===== config.mk =====
export PLATFORM = sky130hd
export DESIGN_NAME = smb_cfgwr_seq
export DESIGN_NICKNAME = d
export VERILOG_FILES = /design/src/rtl/smb_cfgwr_pkg.sv /design/src/rtl/smb_cmd_dec.sv /design/src/rtl/smb_pec_acc.sv /design/src/rtl/smb_cfg_buf.sv /design/src/rtl/smb_cfgwr_seq.sv
export SDC_FILE = /design/constraint.sdc
export NUM_CORES = 1
export LEC_CHECK = 0
export ABC_CLOCK_PERIOD_IN_PS = 7400
export BUFFER_PORTS_ARGS = -buffer_cell sky130_fd_sc_hd__buf_2
export CAP_MARGIN = 20
export CORE_MARGIN = 5
export CORE_UTILIZATION = 60
export DETAILED_ROUTE_END_ITERATION = 7
export GPL_ROUTABILITY_DRIVEN = 0
export HOLD_SLACK_MARGIN = 0.03
export PLACE_DENSITY = 0.85
export SLEW_MARGIN = 5
export SYNTH_ARGS = -nofsm -noshare
export SYNTH_HDL_FRONTEND = slang
export SYNTH_SLANG_ARGS = --single-unit

===== constraint.sdc =====
create_clock -name clk -period 7.4 [get_ports clk]
set_input_delay 1.48 -clock clk [delete_from_list [all_inputs] [get_ports clk]]
set_output_delay 1.48 -clock clk [all_outputs]
set_load 0.005 [all_outputs]

===== src/rtl/smb_cfgwr_pkg.sv =====
package smb_cfgwr_pkg;

   typedef enum logic [2:0] {
      ST_IDLE,
      ST_ADDR,
      ST_CMD,
      ST_DATA,
      ST_PEC,
      ST_WAIT,
      ST_SKIP
   } seq_st_e;

   typedef struct packed {
      logic open_f;
      logic close_f;
      logic pec_f;
      logic word_f;
      logic fmt_ok;
   } cmd_info_t;

   // bitwise CRC step, feeding data MSB first
   function automatic logic [7:0] pec_step(logic [7:0] cur, logic [7:0] din, logic [7:0] poly);
      logic [7:0] r;
      logic       fb;
      r = cur;
      for (int i = 7; i >= 0; i--) begin
         fb = r[7] ^ din[i];
         r  = {r[6:0], 1'b0} ^ (fb ? poly : 8'h00);
      end
      return r;
   endfunction

endpackage


===== src/rtl/smb_cmd_dec.sv =====
module smb_cmd_dec
   import smb_cfgwr_pkg::*;
#(
   parameter logic [3:0] WORD_CODE = 4'hD,
   parameter logic [3:0] BYTE_CODE = 4'hC,
   parameter bit         PEC_ON    = 1'b1
) (
   input  logic [7:0] cmd_byte,
   output cmd_info_t  info
);

   logic is_word;
   logic is_byte;

   always_comb begin
      is_word      = (cmd_byte[3:0] == WORD_CODE);
      is_byte      = (cmd_byte[3:0] == BYTE_CODE);
      info.open_f  = cmd_byte[7];
      info.close_f = cmd_byte[6];
      info.pec_f   = cmd_byte[4];
      info.word_f  = is_word;
      info.fmt_ok  = !cmd_byte[5] && (is_word || is_byte) && (PEC_ON || !cmd_byte[4]);
   end

endmodule


===== src/rtl/smb_pec_acc.sv =====
module smb_pec_acc
   import smb_cfgwr_pkg::*;
#(
   parameter logic [7:0] POLY   = 8'h07,
   parameter logic [7:0] INIT   = 8'h00,
   parameter bit         PEC_ON = 1'b1
) (
   input  logic       clk,
   input  logic       rst_n,
   input  logic       clr,
   input  logic       upd,
   input  logic [7:0] din,
   output logic [7:0] crc
);

   generate
      if (PEC_ON) begin : g_pec
         logic [7:0] crc_q;
         always_ff @(posedge clk or negedge rst_n) begin
            if (!rst_n)
               crc_q <= INIT;
            else if (clr)
               crc_q <= INIT;
            else if (upd)
               crc_q <= pec_step(crc_q, din, POLY);
         end
         assign crc = crc_q;
      end else begin : g_nopec
         logic unused_pins;
         assign unused_pins = ^{clk, rst_n, clr, upd, din};
         assign crc = INIT;
      end
   endgenerate

endmodule


===== src/rtl/smb_cfg_buf.sv =====
module smb_cfg_buf #(
   parameter int BYTE_W = 8,
   parameter int NBYTES = 8,
   localparam int PTR_W = $clog2(NBYTES + 1),
   localparam int TOT_W = NBYTES * BYTE_W
) (
   input  logic              clk,
   input  logic              rst_n,
   input  logic              wr,
   input  logic [PTR_W-1:0]  wptr,
   input  logic [BYTE_W-1:0] din,
   output logic [TOT_W-1:0]  flat
);

   // slot 0 lands in the most significant byte of flat
   for (genvar i = 0; i < NBYTES; i++) begin : g_slot
      localparam logic [PTR_W-1:0] IDX = PTR_W'(i);
      logic [BYTE_W-1:0] slot_q;
      always_ff @(posedge clk or negedge rst_n) begin
         if (!rst_n)
            slot_q <= '0;
         else if (wr && wptr == IDX)
            slot_q <= din;
      end
      assign flat[(NBYTES-1-i)*BYTE_W +: BYTE_W] = slot_q;
   end

endmodule


===== src/rtl/smb_cfgwr_seq.sv =====
module smb_cfgwr_seq
   import smb_cfgwr_pkg::*;
#(
   parameter int         BYTE_W    = 8,
   parameter int         REG_W     = 16,
   parameter int         DATA_W    = 32,
   parameter logic [3:0] WORD_CODE = 4'hD,
   parameter logic [3:0] BYTE_CODE = 4'hC,
   parameter logic [7:0] PEC_POLY  = 8'h07,
   parameter logic [7:0] PEC_INIT  = 8'h00,
   parameter bit         PEC_ON    = 1'b1
) (
   input  logic              clk,
   input  logic              rst_n,
   input  logic [3:0]        addr_strap,
   input  logic              bus_start,
   input  logic              bus_stop,
   input  logic              byte_valid,
   input  logic [7:0]        byte_data,
   output logic              ack_vld,
   output logic              ack_ok,
   output logic              req_vld,
   output logic [BYTE_W-1:0] req_bus,
   output logic [BYTE_W-1:0] req_devfn,
   output logic [REG_W-1:0]  req_reg,
   output logic [DATA_W-1:0] req_data,
   input  logic              cfg_done,
   input  logic              cfg_err
);

   localparam int TOT_W  = 2 * BYTE_W + REG_W + DATA_W;
   localparam int NBYTES = TOT_W / BYTE_W;
   localparam int PTR_W  = $clog2(NBYTES + 1);
   localparam logic [PTR_W:0]   FULL_CNT = (PTR_W + 1)'(NBYTES);
   localparam logic [PTR_W-1:0] ONE      = PTR_W'(1);
   localparam logic [PTR_W-1:0] TWO      = PTR_W'(2);

   // elaboration-time parameter checks
   if (BYTE_W != 8) begin : g_bad_byte_w
      $error("BYTE_W must be 8: command and check fields are byte wide");
   end
   if ((REG_W % BYTE_W) != 0 || (DATA_W % BYTE_W) != 0) begin : g_bad_fields
      $error("REG_W and DATA_W must be whole bytes");
   end
   if ((NBYTES % 2) != 0) begin : g_bad_count
      $error("payload must be an even byte count for the two-byte form");
   end

   seq_st_e          state_q;
   logic             open_q;
   logic             word_q;
   logic             pec_q;
   logic             close_q;
   logic [PTR_W-1:0] wptr_q;
   logic [PTR_W-1:0] rem_q;

   cmd_info_t        info;
   logic             addr_hit;
   logic [PTR_W-1:0] base_ptr;
   logic [PTR_W-1:0] per_txn;
   logic [PTR_W:0]   new_cnt;
   logic             cmd_legal;
   logic [7:0]       crc;
   logic             crc_clr;
   logic             crc_upd;
   logic             buf_wr;
   logic [TOT_W-1:0] flat;
   logic             in_payload;
   logic             bus_edge;

   smb_cmd_dec #(
      .WORD_CODE (WORD_CODE),
      .BYTE_CODE (BYTE_CODE),
      .PEC_ON    (PEC_ON)
   ) u_dec (
      .cmd_byte (byte_data),
      .info     (info)
   );

   smb_pec_acc #(
      .POLY   (PEC_POLY),
      .INIT   (PEC_INIT),
      .PEC_ON (PEC_ON)
   ) u_pec (
      .clk   (clk),
      .rst_n (rst_n),
      .clr   (crc_clr),
      .upd   (crc_upd),
      .din   (byte_data),
      .crc   (crc)
   );

   smb_cfg_buf #(
      .BYTE_W (BYTE_W),
      .NBYTES (NBYTES)
   ) u_buf (
      .clk   (clk),
      .rst_n (rst_n),
      .wr    (buf_wr),
      .wptr  (wptr_q),
      .din   (byte_data),
      .flat  (flat)
   );

   always_comb begin
      addr_hit   = (byte_data == {2'b11, addr_strap[3], 1'b0, addr_strap[2:0], 1'b0});
      base_ptr   = info.open_f ? '0 : wptr_q;
      per_txn    = info.word_f ? TWO : ONE;
      new_cnt    = {1'b0, base_ptr} + {1'b0, per_txn};
      cmd_legal  = info.fmt_ok
                && (info.open_f || (open_q && (info.word_f == word_q)))
                && (new_cnt <= FULL_CNT)
                && (!info.close_f || new_cnt == FULL_CNT);
      in_payload = (state_q == ST_DATA) || (state_q == ST_PEC);
      bus_edge   = (state_q != ST_WAIT) && (bus_start || bus_stop);
      crc_clr    = bus_start && (state_q != ST_WAIT);
      crc_upd    = byte_valid && !bus_edge
                && (state_q == ST_ADDR || state_q == ST_CMD || state_q == ST_DATA);
      buf_wr     = byte_valid && !bus_edge && (state_q == ST_DATA);
   end

   assign req_bus   = flat[TOT_W-1 -: BYTE_W];
   assign req_devfn = flat[TOT_W-BYTE_W-1 -: BYTE_W];
   assign req_reg   = flat[DATA_W +: REG_W];
   assign req_data  = flat[0 +: DATA_W];

   always_ff @(posedge clk or negedge rst_n) begin
      if (!rst_n) begin
         state_q <= ST_IDLE;
         open_q  <= 1'b0;
         word_q  <= 1'b0;
         pec_q   <= 1'b0;
         close_q <= 1'b0;
         wptr_q  <= '0;
         rem_q   <= '0;
         ack_vld <= 1'b0;
         ack_ok  <= 1'b0;
         req_vld <= 1'b0;
      end else begin
         ack_vld <= 1'b0;
         req_vld <= 1'b0;
         if (bus_edge) begin
            if (in_payload)
               open_q <= 1'b0;
            state_q <= bus_start ? ST_ADDR : ST_IDLE;
         end else begin
            unique case (state_q)
               ST_ADDR: if (byte_valid) begin
                  ack_vld <= 1'b1;
                  ack_ok  <= addr_hit;
                  state_q <= addr_hit ? ST_CMD : ST_SKIP;
               end
               ST_CMD: if (byte_valid) begin
                  ack_vld <= 1'b1;
                  ack_ok  <= cmd_legal;
                  if (cmd_legal) begin
                     open_q  <= 1'b1;
                     word_q  <= info.word_f;
                     pec_q   <= info.pec_f;
                     close_q <= info.close_f;
                     wptr_q  <= base_ptr;
                     rem_q   <= per_txn;
                     state_q <= ST_DATA;
                  end else begin
                     open_q  <= 1'b0;
                     state_q <= ST_SKIP;
                  end
               end
               ST_DATA: if (byte_valid) begin
                  wptr_q <= wptr_q + ONE;
                  rem_q  <= rem_q - ONE;
                  if (rem_q != ONE) begin
                     ack_vld <= 1'b1;
                     ack_ok  <= 1'b1;
                  end else if (pec_q) begin
                     ack_vld <= 1'b1;
                     ack_ok  <= 1'b1;
                     state_q <= ST_PEC;
                  end else if (close_q) begin
                     req_vld <= 1'b1;
                     state_q <= ST_WAIT;
                  end else begin
                     ack_vld <= 1'b1;
                     ack_ok  <= 1'b1;
                     state_q <= ST_SKIP;
                  end
               end
               ST_PEC: if (byte_valid) begin
                  if (byte_data != crc) begin
                     ack_vld <= 1'b1;
                     ack_ok  <= 1'b0;
                     open_q  <= 1'b0;
                     state_q <= ST_SKIP;
                  end else if (close_q) begin
                     req_vld <= 1'b1;
                     state_q <= ST_WAIT;
                  end else begin
                     ack_vld <= 1'b1;
                     ack_ok  <= 1'b1;
                     state_q <= ST_SKIP;
                  end
               end
               ST_WAIT: if (cfg_done) begin
                  ack_vld <= 1'b1;
                  ack_ok  <= !cfg_err;
                  open_q  <= 1'b0;
                  state_q <= ST_SKIP;
               end
               default: if (byte_valid) begin
                  ack_vld <= 1'b1;
                  ack_ok  <= 1'b0;
               end
            endcase
         end
      end
   end

endmodule


==> results of run 1 <==
[layer usage]
metal,global-route usage,share of wire
met1,0.3222,0.42
met5,0,0
met4,0.09071,0.018
met3,0.07035,0.075
met2,0.3742,0.48
[power by group through the flow]
stage          clock network [mW]  registers, mW  logic [mW]
2_1_floorplan                   0          0.543       0.186
3_3_place_gp                    0          0.561       0.218
3_5_place_dp                    0          0.564       0.227
4_1_cts                     0.335          0.555       0.230
5_1_grt                     0.361          0.560       0.257
6_report                    0.331          0.555       0.230
[registers in the layout (all words and copies together), names as in the netlist]
register and cells:
u_buf.g_slot.slot_q 64, u_pec.crc 8, rem_q 4, wptr_q 4
state_q 3, ack_ok 1, ack_vld 1, close_q 1
open_q 1, pec_q 1, req_vld 1, word_q 1
[Yosys cell counts, drive strengths merged, types with 3 or more instances]
cell     n  area (sq um)
o21ai   27         135.1
ha      11         137.6
buf      9         48.79
nand3b   5         37.54
clkbuf   9         33.78
a21oi   13         65.06
o21a     3         22.52
a211oi   3         22.52
mux2i    4         40.04
nand2b   5         31.28
nor3     5         25.02
nor3b    4         30.03
and3     3         18.77
a31oi    5         31.28
xor2     8         70.07
inv      9         33.78
nand2   40         162.7
mux2    65         731.9
nor2b    4         25.02
xnor2   19         173.9
nor2    20         80.07
a22o     3         26.28
dfrtp   90          2252
[final cells by class]
class | instances | area, sq um
Tap cell | 99 | 123.9
Clock buffer | 9 | 123.9
Fill cell | 528 | 2108
Inverter | 9 | 33.78
Sequential cell | 90 | 2252
Multi-Input combinational cell | 284 | 2181
Timing Repair Buffer | 86 | 435.4
Clock inverter | 7 | 72.57
[worst max-delay path by stage]
stage / from / endpoint / slack (ns)
2_1_floorplan: byte_data[7] / close_q / 3.85
3_3_place_gp: byte_data[2] / pec_q / 3.18
3_5_place_dp: byte_data[2] / pec_q / 3.10
4_1_cts: byte_data[2] / word_q / 3.47
5_1_grt: byte_data[2] / word_q / 3.22
6_report: byte_data[2] / pec_q / 3.42
[metrics by stage]
step / std cells / total power [mW] / hold WS [ns] / utilization / area [sq um]
after global placement: 568 / 0.7787 / 0.4715 / 0.6856 / 5026
after global routing: 584 / 1.178 / 0.5278 / 0.7124 / 5223
after floorplan: 401 / 0.7293 / 0.4702 / - / 4549
final: 584 / 1.116 / 0.4972 / 0.7124 / 5223
after CTS: 584 / 1.119 / 0.5032 / 0.7124 / 5223
after detailed placement: 568 / 0.7907 / 0.4799 / 0.6856 / 5026
[worst max-delay path, stage by stage]
cell and delay [ns]:
buf_2 0.28, nand4b_2 0.27, xnor2_1 0.20, ha_1 0.25
or2_0 0.24, a311o_1 0.37, o22ai_2 0.50, nand3b_1 0.26
mux2_1 0.36
[cell families (layout without fill, tap and decap cells)]
logic type,Yosys count,in the layout
compound gates,74,74
xor+xnor,27,27
fa+ha+maj,11,11
buf+inv,27,111
flops,90,90
mux,69,69
simple gates,103,103
==> parameters.txt, run 1 <==
Parameter                              Value

Status
  Run status ... finished clean

Pwr
  Sequential share of power ... 0.497
  Switching component of the power ... 0.3649 mW
  Switch share ... 0.3270
  Total internal power ... 0.7511 mW
  Comb power frac ... 0.206
  Worst ir drop on vdd ... 0.1636 mV
  Pwr dens ... 213.7 nW/um^2
  LEAKAGE ... 2.710 nW
  Fraction of power consumed by the clock network ... 0.297

Setup path
  Critical path endpoint category ... flip-flop
  Destination of the worst register-to-register timing path ... pec_q
  Setup slack on the worst flop-to-flop path ... 4.47 ns
  Worst Path Arrival ... 4.23 ns
  Setup Crit Path Kind ... in2reg
  Startpoint of the lowest-slack register-to-register path ... wptr_q[1]
  Critical path launch point type ... input pin
  CP Max Fanout ... 14
  Reg2Reg Depth ... 9
  Required time of the critical path ... 7.65 ns

Timing
  Part of the cycle the worst path needs ... 0.5380
  Final Hold Fails ... 0
  Slew @ Worst Pin ... 0.6986 ns
  Worst slew margin relative to its limit ... 0.5300
  Unrepaired setup endpoints after global routing ... false
  Accumulated negative setup slack ... 0 ns
  Post-layout worst setup margin ... 3.418 ns
  Max Clk Rate ... 251.2 MHz
  Fin crit period ... 3.982 ns
  Clock Skew ... 0.01443 ns
  Final count of negative-setup-slack endpoints ... 0
  Final-report max-slew violation count ... 0

Yosys
  Seq/Total Area, Yosys ... 0.4950
  Mux contribution to synthesized area ... 0.1697
  Total of flip-flops plus latches after synthesis ... 90
  Largest family of logic cells by synthesized area ... multiplexers
  Warning count from the yosys run ... 0
  Gate Count Post-Synth ... 401
  Xor/xnor share of the synthesized area ... 0.05363
  Share of synthesized cell area in full adder, half adder and majority cells ... 0.03025
  Simple-gate portion of the synthesized area ... 0.1210
  Compound-cell area share of the yosys netlist ... 0.1048
  Syn Std Cell Area ... 4549 sq um
  Predominant post-synthesis flop cell ... dfrtp_1
  Synthesized net count ... 431
  Async SR Flop Fraction ... 1.000
  Syn avg cell area ... 11.35 sq um
  Count of flip-flops with a built-in enable after synthesis ... 0
  Number of distinct standard cells referenced by the synthesized netlist ... 58

Floorplanning
  Number of placed I/O pins ... 86
  Core area ... 7331 sq um
  Initial Util ... 0.6206
  Standard-cell row count ... 31
  Chip Width ... 97.08 microns
  Vertical die dimension ... 97.08 microns
  Overall die area ... 9424 sq um

Routing
  Number of DRC markers in iteration 0 ... 196
  First-pass detailed-route iteration total ... 4
  Total Wirelength ... 11110 microns
  Average routed wire per standard cell ... 19.02 microns
  Residual DRC ... 0
  Detailed-route vias per instance ... 5.868
  Total number of vias ... 3427
  Number of nets still failing antenna checks after routing ... 0

GRT
  Total track usage ... 0.2414
  Overall overflow remaining after global route ... 0
  Wire length of the first global-routing pass ... 18460 microns
  Antenna violations before repair ... 0
  Via count of the first global-routing pass ... 3589
  Pin count of the biggest net entering global routing ... 56

Place
  Post-detail-place hpwl ... 7904 microns
  Pre-CTS worst setup slack ... 3.098 ns
  Number of input and output port buffers inserted ... 85

Hold path
  Start point of the worst min-delay path ... u_buf.g_slot[3].slot_q[7]
  Class of the worst hold path ... reg2reg
  Cell depth of the worst hold path ... 2
  End point of the most critical hold path ... u_buf.g_slot[3].slot_q[7]

CTS
  TritonCTS clock tree ... yes
  Post-CTS Setup Bufs ... 0
  Number of buffers added by the clock tree synthesis step ... 9
  CTS clk-pin slew, worst paths ... 0.10 ns
  Cells resized by post-CTS repair ... 0
  Clock Latency Late Sink ... 0.36 ns
  CTS max path bufs ... 2
  Buffer type at the clock tree root ... clkbuf_8
  CTS Hold Buffers Added ... 0
  H-tree level count ... 3
  Sinks on Clock Net ... 90

Run
  Max-cap violations ... 0

Final layout
  Count of inserted antenna diode cells ... 0
  Fraction of layout instances using a drive strength above 1 ... 0.3588
  Area growth, synth to finish ... 14.80%
  Most used cells in the layout excluding fill and tap cells ... dfrtp_1 (90), buf_2 (84), mux2_2 (61)
  Net count reported at finish ... 510
  Most common cell after layout, fill and taps aside ... dfrtp_1
Note: power is estimated with default switching activity, not from simulation.
==> run 2, diff against run 1 <==
ABC_CLOCK_PERIOD_IN_PS = 3500   (was 7400)
CORE_UTILIZATION = 50   (was 60)
PLACE_DENSITY = 0.76   (was 0.85)
clock period = 3.5 ns   (was 7.4 ns; I/O delays follow)
==> parameters.txt, run 2 (synthesis gave the netlist of run 1 again) <==
Parameter                              Value

Timing
  Clock Skew ... 0.01275 ns (-0.001680 ns)
  Post-layout worst setup margin ... 0.4453 ns (-2.973 ns)
  Final Hold Fails ... 0 (unchanged)
  Slew @ Worst Pin ... 0.7379 ns (+0.03935 ns)
  Fin crit period ... 3.055 ns
  Worst slew margin relative to its limit ... 0.5080 (-0.02194)
  Part of the cycle the worst path needs ... 0.8728
  Max Clk Rate ... 327.4 MHz
  Accumulated negative setup slack ... 0 ns (unchanged)
  Unrepaired setup endpoints after global routing ... false
  Final count of negative-setup-slack endpoints ... 0 (unchanged)
  Final-report max-slew violation count ... 0 (unchanged)

Final layout
  Most used cells in the layout excluding fill and tap cells ... dfrtp_1 (90), buf_2 (84), mux2_2 (61)
  Most common cell after layout, fill and taps aside ... dfrtp_1
  Post-route cell area ... 5355 sq um (+2.5%)
  Util after Layout ... 0.6081 (-0.1043)
  Sequential cell area ... 2252 sq um (unchanged)
  Register with the most flip-flops ... u_buf.g_slot.slot_q
  Count of inserted antenna diode cells ... 0 (unchanged)
  Count of non-filler cells in the finished layout ... 600 (+2.7%)
  Max reg flops ... 64 (unchanged)
  Fraction of layout instances using a drive strength above 1 ... 0.3679 (+0.009123)
  Area of the multi-input gates ... 2181 sq um (unchanged)
  Area growth, synth to finish ... 17.71%
  Net count reported at finish ... 517 (+1.4%)
  FILL cells ... 715 (+35%)

Hold path
  Class of the worst hold path ... in2async

CTS
  Number of buffers added by the clock tree synthesis step ... 9 (unchanged)
  Sinks on Clock Net ... 90 (unchanged)
  CTS max path bufs ... 2 (unchanged)
  H-tree level count ... 3 (unchanged)
  CTS clk-pin slew, worst paths ... 0.10 ns (about the same)
  Cells resized by post-CTS repair ... 0 (unchanged)
  TritonCTS clock tree ... yes
  CTS Hold Buffers Added ... 0 (unchanged)
  Clock Latency Late Sink ... 0.36 ns (about the same)
  Post-CTS Setup Bufs ... 0 (unchanged)
  Buffer type at the clock tree root ... clkbuf_8

GRT
  Total track usage ... 0.2061 (-0.03528)
  Overall overflow remaining after global route ... 0 (unchanged)
  Pin count of the biggest net entering global routing ... 91 (+63%)
  Wire length of the first global-routing pass ... 18400 microns (-0.34%)
  Antenna violations before repair ... 0 (unchanged)
  Via count of the first global-routing pass ... 3588 (-0.028%)

Routing
  Number of nets still failing antenna checks after routing ... 0 (unchanged)
  Average routed wire per standard cell ... 18.66 microns (-1.9%)
  Number of DRC markers in iteration 0 ... 195 (-0.51%)
  Met2 wire length ... 5657 microns (+5.4%)
  Top sig layer ... met4
  Sum of routed wire segments on met1 ... 4613 microns (-2.2%)
  Total Wirelength ... 11200 microns (+0.77%)
  Detailed-route vias per instance ... 5.798 (-1.2%)
  Met3 wire length ... 730 microns (-12%)
  Total number of vias ... 3479 (+1.5%)
  Residual DRC ... 0 (unchanged)
  First-pass detailed-route iteration total ... 5 (+1)

Setup path
  Largest delay share family, worst path ... compound AO/OA/AOI/OAI gates
  Critical path endpoint category ... flip-flop
  Required time of the critical path ... 3.74 ns (-3.91 ns)
  Cell with the largest stage delay on the worst path ... o32ai_1
  Critical path launch point type ... input pin
  Worst path bufs/invs ... 2 (+1)
  Setup Crit Path Kind ... in2reg
  Cell-by-cell listing of the critical path ... buf_2, nand4b_2, xnor2_1, ha_1, nor3b_1, a2111oi_0, o32ai_1, o22ai_2, buf_4, o21ai_1, mux2_2
  Slowest Stage Delay on Critical Path ... 0.39 ns (-0.11 ns)
  Worst Path Arrival ... 3.30 ns (-0.93 ns)
  CP Max Fanout ... 13 (-1)

Floorplanning
  Vertical die dimension ... 105.4 microns (+8.6%)
  Standard-cell row count ... 34 (+9.7%)
  Chip Width ... 105.4 microns (+8.6%)
  Overall die area ... 11110 sq um (+18%)
  Number of placed I/O pins ... 86 (unchanged)
  Core area ... 8806 sq um (+20%)
  Initial Util ... 0.5166 (-0.1040)

Pwr
  Pwr dens ... 469.9 nW/um^2 (+120%)
  Worst ir drop on vdd ... 0.2175 mV (+33%)
  LEAKAGE ... 2.780 nW (+2.6%)

Place
  DP Cell Count ... 583 (+2.6%)
  Placed inst area ... 5082 sq um (+1.1%)
  Pre-CTS worst setup slack ... 0.09192 ns (-3.006 ns)
  Post-detail-place hpwl ... 7978 microns (+0.93%)
  Number of input and output port buffers inserted ... 85 (unchanged)

Run
  Max-cap violations ... 0 (unchanged)

Status
  Run status ... finished clean
## run 2: metal layers
layer,track usage,vias up
met1,0.2603,1731
met3,0.05257,15
met5,0,-
li1,-,1601
met4,0.06935,0
met2,0.3456,132
## run 2: final cells by class
type	count	area share
timing repair buffer	93	0.09486
clock buffer	10	0.02570
inverter	9	0.006308
tap	108	0.02523
sequential	90	0.4206
clock inverter	6	0.02009
multi-input combinational	284	0.4072
## run 2: worst paths after layout
check / startpoint / endpoint / slack, ns / depth (start not counted)
setup reg to reg: wptr_q[1] / rem_q[1] / 0.60 / 11
hold / removal: rst_n / u_buf.g_slot[1].slot_q[7] / 0.32 / 1
setup / recovery: byte_data[1] / rem_q[1] / 0.45 / 11
hold reg to reg: u_buf.g_slot[0].slot_q[7] / u_buf.g_slot[0].slot_q[7] / 0.49 / 2
max in group asynchronous: rst_n / u_buf.g_slot[5].slot_q[3] / 2.54 / 2
min in group clk: u_buf.g_slot[0].slot_q[7] / u_buf.g_slot[0].slot_q[7] / 0.49 / 2
## run 2: through the flow
step | total power, mW | hold WS, ns
floorplan | 1.542 | 0.4044
global placement | 1.660 | 0.4652
detailed placement | 1.678 | 0.4667
CTS | 2.519 | 0.4903
global route | 2.639 | 0.3472
finish | 2.516 | 0.3211
## run 2: power by group
part           switching (mW)  internal, mW  leakage [nW]  total, mW
clock                   0.404         0.440         0.124      0.845
combinational           0.275         0.224          1.43      0.499
sequential             0.0801          1.09          1.22       1.17
total                   0.759          1.76          2.78       2.52
